`config.mk`:
```
export PLATFORM = sky130hd
export DESIGN_NAME = sram_strobe_ctrl
export DESIGN_NICKNAME = d
export VERILOG_FILES = /design/src/rtl/sram_ctl_pkg.sv /design/src/rtl/sram_phase_timer.sv /design/src/rtl/sram_lane_select.sv /design/src/rtl/sram_strobe_ctrl.sv
export SDC_FILE = /design/constraint.sdc
export NUM_CORES = 1
export LEC_CHECK = 0
export ABC_AREA = 1
export CAP_MARGIN = 30
export CELL_PAD_IN_SITES_DETAIL_PLACEMENT = 0
export CELL_PAD_IN_SITES_GLOBAL_PLACEMENT = 1
export CORE_UTILIZATION = 30
export DETAILED_ROUTE_END_ITERATION = 8
export DONT_BUFFER_PORTS = 1
export PLACE_DENSITY_LB_ADDON = 0.1
export SKIP_LAST_GASP = 1
export SYNTH_ARGS = -nofsm -noshare
export SYNTH_HDL_FRONTEND = slang
export SYNTH_HIERARCHICAL = 1
export SYNTH_SLANG_ARGS = --single-unit
```
`constraint.sdc`:
```
create_clock -name clk -period 2.6 [get_ports clk]
set_input_delay 0.39 -clock clk [delete_from_list [all_inputs] [get_ports clk]]
set_output_delay 0.39 -clock clk [all_outputs]
set_load 0.05 [all_outputs]
```
`src/rtl/sram_ctl_pkg.sv`:
```
`timescale 1ns/1ps
package sram_ctl_pkg;

    typedef enum logic [2:0] {
        ST_IDLE,
        ST_READ,
        ST_TURN,
        ST_WRITE,
        ST_WTAIL
    } ctl_state_t;

    // Whole clock cycles covering a nanosecond minimum, never below one.
    function automatic int unsigned ns_to_cyc(input int unsigned ns, input int unsigned per);
        int unsigned c;
        c = (ns + per - 1) / per;
        return (c == 0) ? 1 : c;
    endfunction

    function automatic int unsigned max2(input int unsigned a, input int unsigned b);
        return (a > b) ? a : b;
    endfunction

endpackage

```
`src/rtl/sram_phase_timer.sv`:
```
`timescale 1ns/1ps
module sram_phase_timer #(
    parameter int CNT_W = 4
) (
    input  logic             clk,
    input  logic             rst_n,
    input  logic             load,
    input  logic [CNT_W-1:0] load_val,
    output logic             expired
);
    logic [CNT_W-1:0] cnt_q;

    always_ff @(posedge clk or negedge rst_n) begin
        if (!rst_n) begin
            cnt_q <= '0;
        end else if (load) begin
            cnt_q <= load_val;
        end else if (cnt_q != '0) begin
            cnt_q <= cnt_q - 1'b1;
        end
    end

    assign expired = (cnt_q == '0);

    // an expired interval stays expired until reloaded.
    p_timer_hold_r3: assert property (@(posedge clk) disable iff (!rst_n)
        (expired && !load) |=> expired);

endmodule

```
`src/rtl/sram_lane_select.sv`:
```
`timescale 1ns/1ps
module sram_lane_select #(
    parameter int LANES  = 2,
    parameter int DATA_W = 16
) (
    input  logic [LANES-1:0]  be,
    input  logic              active,
    input  logic [DATA_W-1:0] bus_in,
    output logic [LANES-1:0]  lane_on,
    output logic [DATA_W-1:0] bus_masked
);
    localparam int LANE_W = DATA_W / LANES;

    for (genvar g = 0; g < LANES; g++) begin : g_lane
        assign lane_on[g] = active & be[g];
        assign bus_masked[g*LANE_W +: LANE_W] = be[g] ? bus_in[g*LANE_W +: LANE_W] : '0;
    end

endmodule

```
`src/rtl/sram_strobe_ctrl.sv`:
```
`timescale 1ns/1ps
module sram_strobe_ctrl
    import sram_ctl_pkg::*;
#(
    parameter int ADDR_W  = 19,
    parameter int DATA_W  = 16,
    parameter int CLK_NS  = 5,
    parameter int T_RC_NS = 55,
    parameter int T_AA_NS = 55,
    parameter int T_WC_NS = 55,
    parameter int T_WP_NS = 45,
    parameter int T_DW_NS = 30,
    parameter int T_HZ_NS = 20
) (
    input  logic              clk,
    input  logic              rst_n,
    input  logic              req_valid,
    input  logic              req_write,
    input  logic [ADDR_W-1:0] req_addr,
    input  logic [DATA_W-1:0] req_wdata,
    input  logic [1:0]        req_be,
    output logic              req_ready,
    output logic              rsp_valid,
    output logic [DATA_W-1:0] rsp_rdata,
    output logic [ADDR_W-1:0] mem_addr,
    output logic              mem_ce_n,
    output logic              mem_we_n,
    output logic              mem_oe_n,
    output logic              mem_lb_n,
    output logic              mem_ub_n,
    output logic [DATA_W-1:0] mem_dq_o,
    output logic              mem_dq_oe,
    input  logic [DATA_W-1:0] mem_dq_i
);
    localparam int LANES   = 2;
    localparam int RD_CYC  = ns_to_cyc(max2(T_RC_NS, T_AA_NS), CLK_NS);
    localparam int WP_CYC  = ns_to_cyc(max2(T_WP_NS, T_DW_NS), CLK_NS);
    localparam int WC_CYC  = ns_to_cyc(T_WC_NS, CLK_NS);
    localparam int TL_CYC  = (WC_CYC > WP_CYC) ? (WC_CYC - WP_CYC) : 1;
    localparam int TN_CYC  = ns_to_cyc(T_HZ_NS, CLK_NS);
    localparam int MAX_CYC = max2(max2(RD_CYC, WP_CYC), max2(TL_CYC, TN_CYC));
    localparam int CNT_W   = $clog2(MAX_CYC + 1);

    ctl_state_t        state_q, state_d;
    logic              after_read_q, after_read_d;
    logic [ADDR_W-1:0] addr_q, addr_d;
    logic [DATA_W-1:0] wdata_q, wdata_d;
    logic [LANES-1:0]  be_q, be_d;
    logic              tmr_load;
    logic [CNT_W-1:0]  tmr_val;
    logic              tmr_done;
    logic              lane_active;
    logic [LANES-1:0]  lane_on;
    logic [DATA_W-1:0] rd_masked;
    logic              accept;

    sram_phase_timer #(.CNT_W(CNT_W)) u_timer (
        .clk      (clk),
        .rst_n    (rst_n),
        .load     (tmr_load),
        .load_val (tmr_val),
        .expired  (tmr_done)
    );

    // The byte strobes follow the next state, so they line up with the select.
    assign lane_active = (state_d == ST_READ) || (state_d == ST_WRITE) || (state_d == ST_WTAIL);

    sram_lane_select #(.LANES(LANES), .DATA_W(DATA_W)) u_lanes (
        .be         (be_d),
        .active     (lane_active),
        .bus_in     (mem_dq_i),
        .lane_on    (lane_on),
        .bus_masked (rd_masked)
    );

    assign accept = req_valid && req_ready;

    // Next-state and timer control.
    always_comb begin
        state_d      = state_q;
        after_read_d = after_read_q;
        addr_d       = addr_q;
        wdata_d      = wdata_q;
        be_d         = be_q;
        tmr_load     = 1'b0;
        tmr_val      = '0;
        unique case (state_q)
            ST_IDLE: begin
                if (accept) begin
                    addr_d   = req_addr;
                    wdata_d  = req_wdata;
                    be_d     = req_be;
                    tmr_load = 1'b1;
                    if (!req_write) begin
                        state_d = ST_READ;
                        tmr_val = CNT_W'(RD_CYC - 1);
                    end else if (after_read_q) begin
                        state_d = ST_TURN;
                        tmr_val = CNT_W'(TN_CYC - 1);
                    end else begin
                        state_d = ST_WRITE;
                        tmr_val = CNT_W'(WP_CYC - 1);
                    end
                end
            end
            ST_READ: begin
                if (tmr_done) begin
                    state_d      = ST_IDLE;
                    after_read_d = 1'b1;
                end
            end
            ST_TURN: begin
                if (tmr_done) begin
                    state_d  = ST_WRITE;
                    tmr_load = 1'b1;
                    tmr_val  = CNT_W'(WP_CYC - 1);
                end
            end
            ST_WRITE: begin
                after_read_d = 1'b0;
                if (tmr_done) begin
                    state_d  = ST_WTAIL;
                    tmr_load = 1'b1;
                    tmr_val  = CNT_W'(TL_CYC - 1);
                end
            end
            ST_WTAIL: begin
                if (tmr_done) state_d = ST_IDLE;
            end
            default: state_d = ST_IDLE;
        endcase
    end

    // State register.
    always_ff @(posedge clk or negedge rst_n) begin
        if (!rst_n) begin
            state_q      <= ST_IDLE;
            after_read_q <= 1'b0;
            addr_q       <= '0;
            wdata_q      <= '0;
            be_q         <= '0;
        end else begin
            state_q      <= state_d;
            after_read_q <= after_read_d;
            addr_q       <= addr_d;
            wdata_q      <= wdata_d;
            be_q         <= be_d;
        end
    end

    // Registered outputs, decoded from the next state.
    always_ff @(posedge clk or negedge rst_n) begin
        if (!rst_n) begin
            req_ready <= 1'b1;
            rsp_valid <= 1'b0;
            rsp_rdata <= '0;
            mem_addr  <= '0;
            mem_ce_n  <= 1'b1;
            mem_we_n  <= 1'b1;
            mem_oe_n  <= 1'b1;
            mem_lb_n  <= 1'b1;
            mem_ub_n  <= 1'b1;
            mem_dq_o  <= '0;
            mem_dq_oe <= 1'b0;
        end else begin
            req_ready <= (state_d == ST_IDLE);
            rsp_valid <= (state_q == ST_READ) && tmr_done;
            if ((state_q == ST_READ) && tmr_done) rsp_rdata <= rd_masked;
            mem_addr  <= addr_d;
            mem_ce_n  <= !lane_active;
            mem_we_n  <= (state_d != ST_WRITE);
            mem_oe_n  <= (state_d != ST_READ);
            mem_lb_n  <= !lane_on[0];
            mem_ub_n  <= !lane_on[1];
            mem_dq_o  <= wdata_d;
            mem_dq_oe <= (state_d == ST_WRITE);
        end
    end

    p_drive_only_in_pulse_r6: assert property (@(posedge clk) disable iff (!rst_n)
        mem_dq_oe |-> !mem_we_n);
    p_no_oe_during_write_r5: assert property (@(posedge clk) disable iff (!rst_n)
        !mem_we_n |-> (mem_oe_n && !mem_ce_n));
    p_idle_deselected_r9: assert property (@(posedge clk) disable iff (!rst_n)
        req_ready |-> mem_ce_n);
    p_valid_single_r4: assert property (@(posedge clk) disable iff (!rst_n)
        rsp_valid |=> !rsp_valid);
    p_addr_held_r3: assert property (@(posedge clk) disable iff (!rst_n)
        (!mem_ce_n && $past(!mem_ce_n)) |-> $stable(mem_addr));
    p_lane_needs_select_r7: assert property (@(posedge clk) disable iff (!rst_n)
        (!mem_lb_n || !mem_ub_n) |-> !mem_ce_n);
    p_busy_after_accept_r2: assert property (@(posedge clk) disable iff (!rst_n)
        (req_valid && req_ready) |=> !req_ready);

endmodule

```
==> flow_summary.toml, run 1 <==
[synthesis]
synth_fa_ha_area_frac = 0.00422
synth_compound_area_frac = 0.0776
syn_area_per_cell_um2 = 8.45
yosysSeqAreaShare = 0.585
netlist.area_leader.share = 0.531
synth_area_um2 = 2970
synth_simple_gate_area_frac = 0.205
synthesis.instances = 351
synthMuxAreaShare = 0
syn_nets = 409
ys_types = 23
synth_top_family_by_area = "simple AND/OR/NAND/NOR gates"
synth_seq_cells = 69
yosysWarningCount = 6
synthXorXnorAreaFrac = 0.00295
yosys.area.top_type = "dfrtp_1"
synth.area.top_cells = "dfrtp_1 53%, nand2_1 17%, inv_1 8.6%"

[clock_network]
cts_inserted_buffers = 9
clkTransAtPathRegs_ns = 0.08
cts_tree = "done"
clk_latency_ns = 0.34
htreeDepth = 3
numClockSinks = 69
clock_path_buffers = 2
clk_root_buffer_cell = "clkbuf_8"
ctsResizeCount = 0

[critical_path]
crit_start = "u_timer/cnt_q[0]"
crit_type = "flop to flop"
crit_top_cell = "nand2_1"
cp.buffers_inverters = 3
crit_fanout = 18
slowest_delay_ns = 0.38
regToRegSetupSlack_ns = 0.70
reg2reg_depth = 8
regToRegStartpoint = "u_timer/cnt_q[0]"
endpoint_kind = "flop"
cp_top_family = "simple AND/OR/NAND/NOR gates"
start_kind = "flop"
crit_chain = "inv_1, ha_1, nand2_1, inv_1, nand3_2, inv_4, nand2_1, nand2_1"
slowest_stage = "nand3_2"
r2r-end = "rsp_rdata[10]"
worstPathRequired_ns = 2.87
critical_path_arrival_ns = 2.17

[route]
via_count = 2043
drc_errors = 0
dr.first_iter.drc_count = 75
drtAntennaViolNets = 0
drt_pass1_iterations = 4
wirelength_um = 6360
vias_per_cell = 4.18
wire_per_inst_um = 13.0

[timing]
hold_violations = 0
setup_viol = 0
tightestPinTransition_ns = 0.534
min_period_ns = 1.90
holdWs_ns = 0.172
fmax_mhz = 526
finalCritPeriodShare = 0.731
finClkSkew_ns = 0.0143
finalMaxSlewViolations = 0
setup_tns_ns = 0
rsz0062_at_grt = "no"
fin_ws_ns = 0.700
slew_headroom = 0.644

[global_route]
grt_pass1_vias = 2050
antenna_found_initial = 0
grt_max_degree = 70
grt_usage = 0.133
grt_pass1_wl_um = 10400
overflow = 0

[floorplan]
io_pins = 116
std_cell_rows = 35
fp.dieArea_um2 = 10300
start_util = 0.315
die_h_um = 101
core-area_um2 = 9420
die_width_um = 101

[run_status]
status = "finished, final reports clean"

[power_and_ir_drop]
p_comb_frac = 0.189
p_clk_frac = 0.170
p_sw_mw = 2.79
p_per_area_nw_per_um2 = 1570
power.total_mw = 5.18
p_sw_frac = 0.539
ir_drop_v = 0.000639
seq_power_share = 0.642
p_int_mw = 2.39
leakage_nw = 1.84

[placement]
place_area_um2 = 3060
io_buffers = 0
place.gp.congestion = 0.674
dpl.hpwl_um = 4450
dp.cells = 472
pre_cts_ws_ns = 0.669

[cells_and_area]
drive_above_1_share = 0.100
fillCellCount = 1023
synthToLayoutAreaGrowth_pct = 11.0
nNetsFinal = 414
antennaDiodeCount = 0
stdcell_count = 489
final_area_um2 = 3290
final_util = 0.350

[run]
cap_violations = 0

[min_path]
holdPathEnd = "mem_dq_o[0]"
min_from = "req_wdata[0]"
min_path_cells = 2
min_path_type = "primary input to flop"
-- power groups by stage --
stage,clock (mW),combinational (mW),sequential [mW]
after global routing,0.970,1.18,3.38
after global placement,0,0.951,3.36
final,0.878,0.978,3.32
after floorplan,0,0.828,3.24
after detailed placement,0,0.973,3.35
after CTS,0.916,1.00,3.34
-- state kept, by name (all words and copies together) (netlist names) --
name	cells
mem_addr	19
mem_dq_o	16
rsp_rdata	16
u_timer/cnt_q	4
state_q	3
be_q	2
after_read_q	1
mem_ce_n	1
mem_dq_oe	1
mem_lb_n	1
mem_oe_n	1
mem_ub_n	1
mem_we_n	1
req_ready	1
rsp_valid	1
-- how the worst max path moves through the flow --
| stage | end | slack [ns] | depth (start not counted) |
|---|---|---|---|
| 2_1_floorplan | rsp_rdata[0] | 0.93 | 10 |
| 3_3_place_gp | rsp_rdata[10] | 0.64 | 8 |
| 3_5_place_dp | rsp_rdata[10] | 0.67 | 8 |
| 4_1_cts | rsp_rdata[10] | 0.65 | 8 |
| 5_1_grt | rsp_rdata[8] | 0.46 | 8 |
| 6_report | rsp_rdata[10] | 0.70 | 8 |
-- synth_stat cells (all sizes together) --
| library cell | count |
|---|---|
| xnor2 | 1 |
| nand4 | 1 |
| inv | 71 |
| o21ai | 45 |
| nor3 | 1 |
| clkbuf | 2 |
| ha | 1 |
| nand2 | 132 |
| dfrtp | 63 |
| a21oi | 1 |
| conb | 1 |
| nor2 | 8 |
| buf | 10 |
| dfstp | 6 |
| nand3 | 8 |
-- kinds of logic after synthesis --
| logic type | after synthesis |
|---|---|
| other | 1 |
| XOR/XNOR | 1 |
| AND/OR/NAND/NOR | 150 |
| adder cells (fa/ha/maj) | 1 |
| buffers and inverters | 83 |
| AO/OA/AOI/OAI | 46 |
| flip-flops | 69 |
-- per-layer routing --
layer  vias up  track usage  routed length, um  part of all wire
met3         8       0.0455                492             0.077
met1       918        0.169               2910              0.46
met2        70        0.204               2850              0.45
met5         -            0                  0                 0
met4         0       0.0635                102             0.016
li1       1047            -                  -                 -
-- cells in the final DEF (no fill, tap or decap) --
master         synthesis  final
nand2_1              131    131
inv_1                 68     68
dfrtp_1               63     63
o21ai_1               30     30
o21ai_0               15     15
clkbuf_8               0     10
dfstp_2                6      6
nor2_1                 5      5
nand3_1                5      5
buf_4                  0      4
nand3_2                3      3
clkinvlp_4             0      3
inv_2                  2      2
nor2_2                 2      2
nand4_1                1      1
nand2_2                1      1
nor2_4                 1      1
a21oi_1                1      1
nor3_1                 1      1
inv_4                  1      1
clkinv_4               0      1
bufinv_16              0      1
buf_16                 0      1
dlygate4sd3_1          0      1
xnor2_1                1      1
conb_1                 1      1
ha_1                   1      1
-- layout make-up --
cell class	count	area, um^2	area share
clock inverter	5	61.3	0.0186
sequential	69	1730	0.527
clock buffer	10	138	0.0418
timing repair buffer	6	67.6	0.0205
multi-input combinational	199	862	0.262
tap	129	161	0.0490
inverter	71	269	0.0817
-- repair_timing --
action | in CTS | in global routing
setup buffers | 0 | 0
endpoints found under the hold margin | 69 | 0
hold buffers | 2 | 0
Note: power is estimated with default switching activity, not from simulation.
==> run 2, diff against run 1 <==
--- a/config.mk
+++ b/config.mk
@@ -5,7 +5,7 @@
 export SDC_FILE = /design/constraint.sdc
 export NUM_CORES = 1
 export LEC_CHECK = 0
-export ABC_AREA = 1
+export ABC_AREA = 0
 export CAP_MARGIN = 30
 export CELL_PAD_IN_SITES_DETAIL_PLACEMENT = 0
 export CELL_PAD_IN_SITES_GLOBAL_PLACEMENT = 1
==> constraint.sdc (replaced) <==
create_clock -name clk -period 1.7 [get_ports clk]
set_input_delay 0.255 -clock clk [delete_from_list [all_inputs] [get_ports clk]]
set_output_delay 0.255 -clock clk [all_outputs]
set_load 0.05 [all_outputs]
==> run 2 against run 1 <==
Effect of this change: the run now ends with negative hold slack, negative setup slack left; via count down 14%; area after synthesis down 2.2%; non-clock buffer count up 27; synthesized cell count down 42%; wire length up 2.9%; highest routed layer unchanged.
==> flow_summary.toml, run 2 <==
[critical_path]
crit_start = "u_timer/cnt_q[1]"
slowest_delay_ns = 0.39
cp.buffers_inverters = 3
worstPathRequired_ns = 1.92
crit_fanout = 4
regToRegStartpoint = "u_timer/cnt_q[1]"
critical_path_arrival_ns = 2.13
endpoint_kind = "flop"
reg2reg_depth = 7
crit_chain = "inv_2, ha_4, nor3b_4, nor4bb_4, buf_6, clkbuf_16, mux2_2"
cp_top_family = "simple AND/OR/NAND/NOR gates"
cp.depth = 7
crit_type = "flop to flop"
slowest_stage = "dfrtp_1"
start_kind = "flop"

[synthesis]
syn_area_per_cell_um2 = 14.2
yosysWarningCount = 6
ys.flop_type = "dfrtp_1"
yosysMostFrequentCell = "dfrtp_1"
syn_nets = 263
ys_types = 38
synth_edf_count = 0
synth_compound_area_frac = 0.0388
synth_fa_ha_area_frac = 0.00431
synth_top_family_by_area = "multiplexers"
yosysSeqAreaShare = 0.597
synth.area.top_cells = "dfrtp_1 54%, mux2_2 21%, dfstp_2 5.4%"
synthXorXnorAreaFrac = 0.00302
netlist.area_leader.share = 0.543
netlist_top_cells_count = "63 x dfrtp_1, 53 x mux2_2, 18 x and2_1"
synthesis.instances = 205
synthMuxAreaShare = 0.216
synth_area_um2 = 2900
synthArstFlopShare = 1.00
synth_simple_gate_area_frac = 0.107
yosys.area.top_type = "dfrtp_1"
synth_seq_cells = 69

[clock_network]
cts_tree = "done"
clkTransAtPathRegs_ns = 0.08
clock_path_buffers = 2
clk_latency_ns = 0.34
numClockSinks = 69
htreeDepth = 3
cts_inserted_buffers = 9
clk_root_buffer_cell = "clkbuf_8"

[route]
wire_per_inst_um = 17.5
vias_per_cell = 4.69
drt_pass1_iterations = 4
via_count = 1753
wirelength_um = 6540
drtAntennaViolNets = 0
drc_errors = 0
dr.first_iter.drc_count = 32

[placement]
pre_cts_ws_ns = -0.152
place_area_um2 = 3330
place.gp.congestion = 0.759
io_buffers = 0
dpl.hpwl_um = 4140

[global_route]
grt_pass1_wl_um = 9380
globalRouteMet3Util = 0.0390
overflow = 0
met1_usage = 0.142
grt_use_met2 = 0.210
antenna_found_initial = 0
busiest_layer = "met2"
grt_pass1_vias = 1831
grt_usage = 0.123
grt_max_degree = 70

[timing]
slew_headroom = 0.662
fin_ws_ns = -0.203
rsz0062_at_grt = "yes"
tightestPinTransition_ns = 0.507
hold_violations = 69
min_period_ns = 1.90
finalCritPeriodShare = 1.12
holdWs_ns = -0.395
finalMaxSlewViolations = 0
fmax_mhz = 525
finClkSkew_ns = 0.0107
setup_viol = 25

[cells_and_area]
multi_input_area_um2 = 1320
final_util = 0.416
antennaDiodeCount = 0
nNetsFinal = 298
fillCellCount = 870
synthToLayoutAreaGrowth_pct = 33.7
final_cell_mix = "63 x dfrtp_1, 43 x mux2_4, 21 x buf_4"
layout_commonest_cell = "dfrtp_1"
final_area_um2 = 3880
top_register = "mem_addr"
seq_area_um2 = 1730
top_regs = "mem_addr (19), mem_dq_o (16), rsp_rdata (16)"
drive_above_1_share = 0.539
largest_reg_flops = 19

[run_status]
status = "complete, but fails checks"
violations = "negative hold slack, negative setup slack"

[floorplan]
fp.dieArea_um2 = 10100
core-area_um2 = 9330
die_width_um = 100
die_h_um = 100
start_util = 0.311
io_pins = 116
std_cell_rows = 35

[run]
cap_violations = 0

[min_path]
min_path_type = "primary input to async pin"
-- run 2: repair_timing --
action                     4_1_cts  5_1_grt
gates resized for setup         12       15
cloned                           0        4
setup endpoints to repair       25       33
pin swaps                        3        6
hold endpoints to repair        69       69
buffers inserted                 4        6
-- run 2: logic make-up after synthesis --
group	after synthesis
muxes	56
AOI/OAI and AO/OA	17
adders and majority gates	1
buffers and inverters	14
other	1
xor gates and xnor gates	1
and+or+nand+nor	46
DFF	69
-- run 2: final timing paths --
kind / endpoint / slack (ns)
max in group asynchronous: mem_ub_n / 1.88
worst max register to register: rsp_rdata[3] / -0.20
min in group clk: mem_addr[3] / 0.06
worst min-delay path: u_timer/cnt_q[1] / -0.40
worst max-delay path: rsp_rdata[3] / -0.20
worst min register to register: mem_oe_n / 0.52
-- run 2: layer usage --
metal / wire length [um] / vias up
met5: 0 / -
met4: 76 / 0
met3: 409 / 9
met2: 3440 / 84
met1: 2620 / 878
li1: - / 782
-- run 2: final cells by class --
class	instances	area share
inverter	5	0.00484
clock inverter	5	0.0332
multi-input combinational	122	0.340
timing repair buffer	33	0.0941
tap	129	0.0416
sequential	69	0.447
clock buffer	11	0.0390
-- run 2: stage by stage --
step                std cells  setup TNS [ns]
CTS                       364           -2.66
finish                    374           -3.59
detailed placement        344           -2.21
global placement          344           -1.28
floorplan                 205           -5.89
global route              374           -6.25
Power of run 2 is left out: the tool's default activity adds up to more than one toggle a clock period on the data nets, which glitch-free logic cannot reach.
==> run 3, diff against run 2 <==
--- a/config.mk
+++ b/config.mk
@@ -7,14 +7,14 @@
 export LEC_CHECK = 0
 export ABC_AREA = 0
 export CAP_MARGIN = 30
-export CELL_PAD_IN_SITES_DETAIL_PLACEMENT = 0
+export CELL_PAD_IN_SITES_DETAIL_PLACEMENT = 1
 export CELL_PAD_IN_SITES_GLOBAL_PLACEMENT = 1
 export CORE_UTILIZATION = 30
+export CTS_CLUSTER_SIZE = 24
 export DETAILED_ROUTE_END_ITERATION = 8
 export DONT_BUFFER_PORTS = 1
 export PLACE_DENSITY_LB_ADDON = 0.1
 export SKIP_LAST_GASP = 1
 export SYNTH_ARGS = -nofsm -noshare
 export SYNTH_HDL_FRONTEND = slang
-export SYNTH_HIERARCHICAL = 1
 export SYNTH_SLANG_ARGS = --single-unit
==> run 3 against run 2 <==
Effect of this change: the flow finishes with violations (negative hold slack); critical path depth did not move; die area decreased by 0.47%; hold slack better by 0.0034 ns; non-clock buffer count shrank 2; maximum frequency increased by 15%; sequential share of layout area up 4.5 points; worst setup slack better by 0.24 ns; highest routed layer unchanged; synthesized cell count up 49%; critical endpoint is now mem_dq_oe; register-to-register slack improved by 0.24 ns; count of clock-buffer cells in the layout down 2.
==> flow_summary.toml, run 3 <==
[timing]
tightestPinTransition_ns = 0.511
finalCritPeriodShare = 0.975
holdWs_ns = -0.392
rsz0062_at_grt = "yes"
fmax_mhz = 603
finClkSkew_ns = 0.0134
hold_violations = 69
min_period_ns = 1.66
slew_headroom = 0.660
finalMaxSlewViolations = 0
setup_viol = 0

[cells_and_area]
largest_reg_flops = 19
nNetsFinal = 391
top_regs = "mem_addr (19), mem_dq_o (16), rsp_rdata (16)"
synthToLayoutAreaGrowth_pct = 22.1
antennaDiodeCount = 0
stdcell_count = 467
final_cell_mix = "148 x nand2_1, 63 x dfrtp_1, 21 x buf_4"
top_register = "mem_addr"
layout_commonest_cell = "nand2_1"
fillCellCount = 1080
drive_above_1_share = 0.183
final_area_um2 = 3530

[synthesis]
netlist.area_leader.share = 0.546
synth.area.top_cells = "dfrtp_1 55%, nand2_1 19%, dfstp_2 5.5%"
ys.flop_type = "dfrtp_1"
syn_area_per_cell_um2 = 9.44
yosys.area.top_type = "dfrtp_1"
syn_nets = 364
yosysMostFrequentCell = "nand2_1"
synth_seq_cells = 69
yosysWarningCount = 0
ys_types = 36
synth_edf_count = 0
synth_area_um2 = 2890
synthesis.instances = 306
synthArstFlopShare = 1.00
netlist_top_cells_count = "148 x nand2_1, 63 x dfrtp_1, 17 x o21ai_1"
yosysSeqAreaShare = 0.600

[critical_path]
cp.depth = 7
endpoint_kind = "flop"
cp.buffers_inverters = 2
start_kind = "flop"
slowest_delay_ns = 0.38
cp_top_family = "simple AND/OR/NAND/NOR gates"
crit_fanout = 5
worstPathRequired_ns = 1.93
slowest_stage = "dfrtp_1"
reg2reg_depth = 7
critical_path_arrival_ns = 1.89
crit_chain = "inv_1, ha_2, nor3b_4, buf_4, nand2_1, a21o_1, and4_1"
crit_type = "flop to flop"

[power_and_ir_drop]
ir_drop_v = 0.000826
p_per_area_nw_per_um2 = 2550
leakage_nw = 1.70

[run_status]
violations = "negative hold slack"
status = "complete, but fails checks"

[route]
vias_per_cell = 4.68
drc_errors = 0
drtAntennaViolNets = 0
wire_per_inst_um = 15.5
via_count = 2186
drt_pass1_iterations = 4
dr.first_iter.drc_count = 84
wirelength_um = 7230

[clock_network]
clk_latency_ns = 0.34
clkTransAtPathRegs_ns = 0.08
htreeDepth = 3
numClockSinks = 69
cts_inserted_buffers = 9
cts_hold_buf = 5
clk_root_buffer_cell = "clkbuf_8"
cts_tree = "done"
clock_path_buffers = 2

[floorplan]
die_width_um = 100
start_util = 0.311
fp.dieArea_um2 = 10000
std_cell_rows = 35
core-area_um2 = 9280
io_pins = 116
die_h_um = 100

[run]
cap_violations = 0

[placement]
io_buffers = 0
place.gp.congestion = 0.721
dp.cells = 443
dpl.hpwl_um = 5100
place_area_um2 = 3150

[global_route]
grt_usage = 0.150
antenna_found_initial = 0
grt_pass1_vias = 2273
grt_max_degree = 70
overflow = 0
grt_pass1_wl_um = 11600

[min_path]
min_path_type = "primary input to async pin"
run 3: changes by cell type after synthesis, sizes merged, moves of 2 or more:
| cell | previous run | this run |
|---|---|---|
| buf | 8 | 10 |
| nor3 | 3 | 6 |
| o21ai | 5 | 25 |
| clkbuf | 1 | 5 |
| mux2 | 54 | 0 |
| a21o | 0 | 2 |
| o2bb2ai | 0 | 2 |
| nand4 | 0 | 2 |
| and2 | 18 | 0 |
| nand2 | 10 | 148 |
run 3: power breakdown:
group,switching (mW),internal [mW],leakage [nW]
logic,1.24,1.08,0.740
registers,2.77,2.41,0.852
clock network,0.662,0.833,0.110
total,4.67,4.33,1.70
run 3: worst paths after layout:
| check | startpoint | to | slack (ns) |
|---|---|---|---|
| min reg2reg | after_read_q | after_read_q | 0.59 |
| max in group asynchronous | rst_n | req_ready | 1.87 |
| min | rst_n | state_q[1] | -0.39 |
| max | u_timer.cnt_q[0] | mem_dq_oe | 0.04 |
| min in group clk | req_wdata[10] | mem_dq_o[10] | 0.02 |
| max reg2reg | u_timer.cnt_q[0] | mem_dq_oe | 0.04 |
run 3: cells by family (layout without fill, tap and decap cells):
| kind of cell | after synthesis | count (layout) | synth area share |
|---|---|---|---|
| simple gates | 171 | 171 | 0.256 |
| fa+ha+maj | 1 | 1 | 0.00433 |
| buf+inv | 22 | 54 | 0.0398 |
| xor+xnor | 2 | 2 | 0.00606 |
| mux | 2 | 2 | 0.0156 |
| flops | 69 | 69 | 0.600 |
| compound gates | 39 | 39 | 0.0784 |
run 3: worst register-to-register path: cells and delay by family, from the launching register on:
kind            cells  cell delay (ns)
simple gates        3             0.53
compound gates      1             0.20
flops               1             0.38
fa+ha+maj           1             0.19
buf+inv             2             0.25
run 3: final cells by class:
type,count,area [um^2],share of cell area
inverter,7,33.8,0.00957
clock inverter,7,98.8,0.0280
tap,129,161,0.0457
sequential,69,1730,0.491
clock buffer,9,124,0.0351
timing repair buffer,31,299,0.0848
multi-input combinational,215,1080,0.305
run 3: layer usage:
layer  share of wire  track usage  vias up  wire (um)
li1                -            -     1032          -
met1            0.43        0.187     1059       3120
met2            0.47        0.240       84       3370
met3           0.086       0.0522       11        625
met4           0.016       0.0602        0        116
met5               0            0        -          0
run 3: repair_timing:
item,CTS,global route
gates resized for setup,2,12
pin swaps,0,0
hold endpoints to repair,74,69
setup endpoints to repair,21,22
gates cloned,0,0
buffers inserted,2,1
run 3: per-stage QoR:
step	hold slack (ns)	TNS, ns	worst slack [ns]	util	total power, mW
after floorplan	-0.0406	-2.17	-0.0650	-	6.56
after global placement	-0.0392	-0.0252	-0.00523	0.340	7.27
after detailed placement	-0.0390	-0.661	-0.0572	0.340	7.37
after CTS	-0.421	0	0.00433	0.374	9.05
after global routing	-0.426	-0.736	-0.0637	0.380	9.57
final	-0.392	0	0.0419	0.380	9.00
